$ cat config.mk
export PLATFORM = sky130hd
export DESIGN_NAME = bnn_thresh_binarizer
export DESIGN_NICKNAME = d
export VERILOG_FILES = /design/src/rtl/bnn_thresh_binarizer.sv
export SDC_FILE = /design/constraint.sdc
export NUM_CORES = 1
export LEC_CHECK = 0
export CELL_PAD_IN_SITES_DETAIL_PLACEMENT = 0
export CELL_PAD_IN_SITES_GLOBAL_PLACEMENT = 1
export CORE_AREA = 2 2 216 218
export DETAILED_ROUTE_END_ITERATION = 10
export DIE_AREA = 0 0 218 220
export PLACE_DENSITY = 0.84
export SLEW_MARGIN = 0
export SYNTH_ARGS = -nofsm -noshare
export SYNTH_HDL_FRONTEND = slang
export SYNTH_SLANG_ARGS = --single-unit
$ cat constraint.sdc
create_clock -name clk -period 10.3 [get_ports clk]
set_clock_uncertainty 0.15 [all_clocks]
set_input_delay 2.06 -clock clk [delete_from_list [all_inputs] [get_ports clk]]
set_output_delay 2.06 -clock clk [all_outputs]
set_load 0.05 [all_outputs]
$ cat src/rtl/bnn_thresh_binarizer.sv
module bnn_thresh_binarizer #(
  parameter int ACC_W = 16,
  parameter int CH_W  = 4
) (
  input  logic             clk,
  input  logic             rst_n,
  input  logic             in_valid,
  output logic             in_ready,
  input  logic [ACC_W-1:0] in_data,
  input  logic [CH_W-1:0]  in_ch,
  output logic             out_valid,
  input  logic             out_ready,
  output logic             out_bit,
  input  logic             cfg_we,
  input  logic [CH_W-1:0]  cfg_ch,
  input  logic [ACC_W-1:0] cfg_thr_pos,
  input  logic [ACC_W-1:0] cfg_thr_neg,
  input  logic             cfg_inv_pos,
  input  logic             cfg_inv_neg
);
  localparam int NUM_CH = 1 << CH_W;

  logic [ACC_W-1:0] thr_pos_q [NUM_CH];
  logic [ACC_W-1:0] thr_neg_q [NUM_CH];
  logic [NUM_CH-1:0] inv_pos_q, inv_neg_q;

  always_ff @(posedge clk) begin
    if (!rst_n) begin
      for (int i = 0; i < NUM_CH; i++) begin
        thr_pos_q[i] <= '0;
        thr_neg_q[i] <= '0;
      end
      inv_pos_q <= '0;
      inv_neg_q <= '0;
    end else if (cfg_we) begin
      thr_pos_q[cfg_ch] <= cfg_thr_pos;
      thr_neg_q[cfg_ch] <= cfg_thr_neg;
      inv_pos_q[cfg_ch] <= cfg_inv_pos;
      inv_neg_q[cfg_ch] <= cfg_inv_neg;
    end
  end

  wire                    is_neg = in_data[ACC_W-1];
  wire signed [ACC_W-1:0] x      = in_data;
  wire signed [ACC_W-1:0] thr    = is_neg ? thr_neg_q[in_ch] : thr_pos_q[in_ch];
  wire                    inv    = is_neg ? inv_neg_q[in_ch] : inv_pos_q[in_ch];
  wire                    decide = inv ? (x <= thr) : (x >= thr);

  assign in_ready = !out_valid || out_ready;
  wire accept = in_valid && in_ready;

  always_ff @(posedge clk) begin
    if (!rst_n) begin
      out_valid <= 1'b0;
      out_bit   <= 1'b0;
    end else if (in_ready) begin
      out_valid <= in_valid;
      if (accept) out_bit <= decide;
    end
  end
endmodule


# Word-level counts from Yosys, hierarchy flattened
# Memories as Yosys holds them, arrays and structs flattened.
# Cells that the tools add are included.
# classes
n_lt_le_gt_ge	5
reduce_logical	7
n_mux	21
# op_table
cell	n
$mux W16	3
$bwmux W16	2
$reduce_or A16 Y1	2
$ge A16 B16 Y1	1
$le A16 B16 Y1	1
$mux W1	11
$lt A4 B5 Y1 const B	2
$bmux W1 S4	2
$mux W4	2
$demux W1 S4	1
$ge A4 B1 Y1 const B	1
$logic_and A1 B1 Y1	2
$reduce_and A2 Y1	1
$logic_not A1 Y1	1
$logic_or A1 B1 Y1	1
# word_totals
mem_count	2
inputBits	63
out_inout_bits	3
reg_bits	34
wordCells	39
ram_bits	512
# memory_table
memory	depth	word_bits	read_ports	rd_clocked_by_memory_dff	write_ports	line	source
thr_neg_q	16	16	1	0	16	24	logic [ACC_W-1:0] thr_neg_q [NUM_CH];
thr_pos_q	16	16	1	0	16	23	logic [ACC_W-1:0] thr_pos_q [NUM_CH];

# Logic depth before layout (Yosys ltp)
# depth
depth_word	5
ltp_mapped	13
ltp_nobuf	10

# Worst setup path after synthesis
# No wires, ideal clock.
# synth_path
kind	input to register
start	input in_ch[1]
end	register out_bit
t_required_ns	10.072
setup_ns	0.078
arrival_ns	5.015
path_slack_ns	5.057
stages	13
n_path_buf	3
path_cell_list	buf_2 buf_2 clkbuf_1 mux4_2 mux4_2 mux2i_1 ha_1 nand4_1 nor2_1 a221o_1 o31ai_1 a21oi_1 nor3_1
# synth_between
elab_chain_cells	4
word_cells_on_any_way	11
classes_between	order compare (2); mux (7); memory (2)
# synth_rtl
element	line	source
start, declared	10	input logic [CH_W-1:0] in_ch,
$mem_v2 Z16 W16, or another cell as far along	--	
$mux W16 / $mux W1 (equally long branches)	45, 46	
$ge A16 B16 Y1, or another cell as far along	47	wire decide = inv ? (x <= thr) : (x >= thr);
$mux W1 *	47	
end signal, assigned	58	if (accept) out_bit <= decide;
end, declared	13	output logic out_bit,
# Mark *: on every way between the ends. The rest lies on a longest branch, timed or not. The select of a mux whose other input is x is not followed.
# A chain may end at the register's enable or synchronous reset.

# Final worst setup path
# Same ends and word-level chain as after synthesis.

==> results.md <==
- Synthesized Nets: 1652
- Crit-path cells: buf_6, buf_4, mux4_2, mux4_2, mux2i_1, ha_1, nand4_1, nor2_1, a221o_1, o31ai_1, a21oi_1, nor3_1
- First-pass GRT wire length: 98.7 mm
- # Post-CTS Setup Buffers: 0
- CTS resizes: 0
- CTS Buffer Depth: 3
- Synth-to-layout area growth: 12.1%
- Post-synth EDFFs: 512
- Core area: 0.0459 mm^2
- Final Util: 60.9%
- GRT Util Overall: 29.4%
- Vias per inst: 6.30
- Final Power: 5.00 mW
- GRT Residual Overflow: 0
- CP max FO: 72
- Worst path max stage delay: 0.72 ns
- PwrDens: 179 mW/mm^2
- Wire length per cell: 30.2 um
- CTS Root Cell: clkbuf_16
- Critical Path RT: 10.68 ns
- DR pass1 iterations: 7
- R2R depth: 10
- Max VDD drop: 0.176 mV
- Post-synthesis sequential area ratio: 64.4%
- Post-synthesis instance total: 1573
- Multi-input logic area: 0.00837 mm^2
- Top_reg_cell synth: edfxtp_1
- Slew margin rel.: 18.7%
- Initial Util: 54.4%
- Buffers on Ports: 65
- Pin count of the biggest net entering global routing: 74
- Hold Buf Count CTS: 0
- Clock Pin Slew Worst Setup and Hold Paths: 0.06 ns
- Worst-Skew Late Latency: 0.61 ns
- Crit path DAT: 6.30 ns
- Unique cell type count in the Yosys netlist: 38
- Die extent in y: 220 um
- RSZ-0062 raised after global routing: false
- Register Area: 0.0161 mm^2
- Status: completed
- Least-Margin Pin Slew: 1.22 ns
- Final hold viol count: 0
- Fin crit period: 5.91 ns
- Ys Warns: 0
- Synth Cell Area: 0.0249 mm^2
- Fillers: 3386
- P_leak: 9.73 nW
- Antenna Violating Nets Remaining: 0
- Total wire length: 68.0 mm
- # DRC: 0
- Iteration-0 DRC Markers: 2030
- Mapped Avg Cell Area: 15.8 um^2
- Total Nets Final: 1678
- Post-DP HPWL: 34.7 mm
- WS Path Type: primary input to register
- Fmax: 169 MHz
- Clk sinks: 546
- Num CTS Buffers: 55
- Crit path max-delay cell type: buf_4
- Antenna violations before repair: 4
- Slew Limit Fails: 0
- H-Tree Depth: 2
- Hold WC Path Type: register to register
- Synth async-reset ratio: 0%
- Endpoints failing setup: 0
- Final TNS setup: 0 ns
- Endpoint class of the critical path: register
- Fin crit share: 57.4%
- Most frequent cell on the critical path: mux4_2
- CTS tree: done
- Die width: 218 um
- Row Count: 79
- Overall die area: 0.0480 mm^2
- Max-Cap Viols: 0
- Setup crit start kind: primary input
- FF+latch count, synth: 546
- Vias in the first global route: 14400
- Placer Congestion: 0.873
- Number of stages on the worst hold path: 1
- Layout cells sized above 1: 18.7%
- I/O pins: 66
- Vias: 14200
==> cells in the final DEF (no fill, tap or decap), types with 8 or more instances in the layout <==
cell type	n
dfxtp_1	34
a21oi_1	13
and2_1	513
clkinv_1	12
ha_1	16
mux4_2	160
nor2_1	20
nand2_1	15
nand2b_1	8
inv_2	16
clkdlybuf4s50_1	61
buf_4	33
a22o_1	32
clkbuf_1	14
nand4_1	8
edfxtp_1	512
clkinv_2	11
nor2_4	13
nand3_1	8
clkbuf_16	56
mux2i_1	31
==> kinds of logic after synthesis <==
logic type	after synthesis	share of synthesized area, %
AOI/OAI and AO/OA	66	2.00
DFF	546	64.4
and+or+nand+nor	602	14.6
adders and majority gates	16	0.803
buffers and inverters	151	2.48
muxes	192	15.7
==> path summary, 6_finish.rpt <==
check,slack (ns),startpoint,to
hold / removal,0.33,inv_neg_q[5]$_SDFFE_PN0P_,inv_neg_q[5]$_SDFFE_PN0P_
hold reg to reg,0.33,inv_neg_q[5]$_SDFFE_PN0P_,inv_neg_q[5]$_SDFFE_PN0P_
setup / recovery,4.39,in_ch[1],out_bit$_SDFFE_PN0P_
setup reg to reg,6.72,thr_neg_q[15][10]$_SDFFCE_PN0P_,out_bit$_SDFFE_PN0P_
==> layer usage <==
layer / routed length (um) / share of wire, % / vias up / global-route usage, %
met5: 0 / 0 / - / 0
met3: 6170 / 9.1 / 181 / 4.65
met4: 2800 / 4.1 / 0 / 12.2
li1: - / - / 5911 / -
met1: 27000 / 40 / 7334 / 41.1
met2: 32100 / 47 / 766 / 46.6
==> worst max-delay path: cells and delay by family <==
family                     cells  cell delay, ns
muxes                          3            1.27
and+or+nand+nor                3            0.46
adders and majority gates      1            0.34
buffers and inverters          2            1.34
AOI/OAI and AO/OA              3            0.75
==> cells in the mapped netlist, types with 2 or more instances <==
library cell	count	share of area (%)
a21oi_1	13	0.26
o21ai_0	3	0.060
nand4_1	8	0.20
buf_2	11	0.22
mux4_2	160	14
a22oi_1	4	0.12
buf_4	8	0.24
nand2_1	15	0.23
ha_1	16	0.80
inv_1	20	0.30
nand3_1	8	0.16
nand2b_1	8	0.20
a22o_1	32	1.1
dfxtp_1	34	2.7
buf_1	6	0.090
nor2_1	33	0.50
a31oi_1	5	0.13
mux2i_1	31	1.2
edfxtp_1	512	62
and2_1	513	13
nor3_1	8	0.16
o31ai_1	2	0.060
clkbuf_1	104	1.6
nor2b_1	5	0.13
==> per-stage QoR <==
step	instance area, um^2	hold WS [ns]	std cells	setup slack (ns)
floorplan	24900	0.298	1573	5.06
global route	27900	0.338	2253	4.15
global placement	26200	0.312	2149	3.78
CTS	27900	0.331	2251	4.46
finish	27900	0.329	2253	4.39
detailed placement	26200	0.314	2149	3.83
==> registers in the layout (all words and copies together) (netlist names) <==
register / count
out_bit: 1
thr_pos_q: 256
out_valid: 1
thr_neg_q: 256
inv_neg_q: 16
inv_pos_q: 16
==> area by class of cell <==
class / count / share of cell area (%)
Antenna cell: 2 / 0.0179
Clock buffer: 73 / 5.35
Clock inverter: 29 / 0.972
Inverter: 21 / 0.282
Multi-Input combinational cell: 876 / 29.9
Sequential cell: 546 / 57.4
Tap cell: 607 / 2.72
Timing Repair Buffer: 99 / 3.27
==> where the power goes <==
group | internal (mW) | switching, mW | total, mW
logic | 0.181 | 0.250 | 0.431
clock network | 1.14 | 0.838 | 1.98
registers | 2.55 | 0.0349 | 2.59
Power figures use the tool's default switching activity.
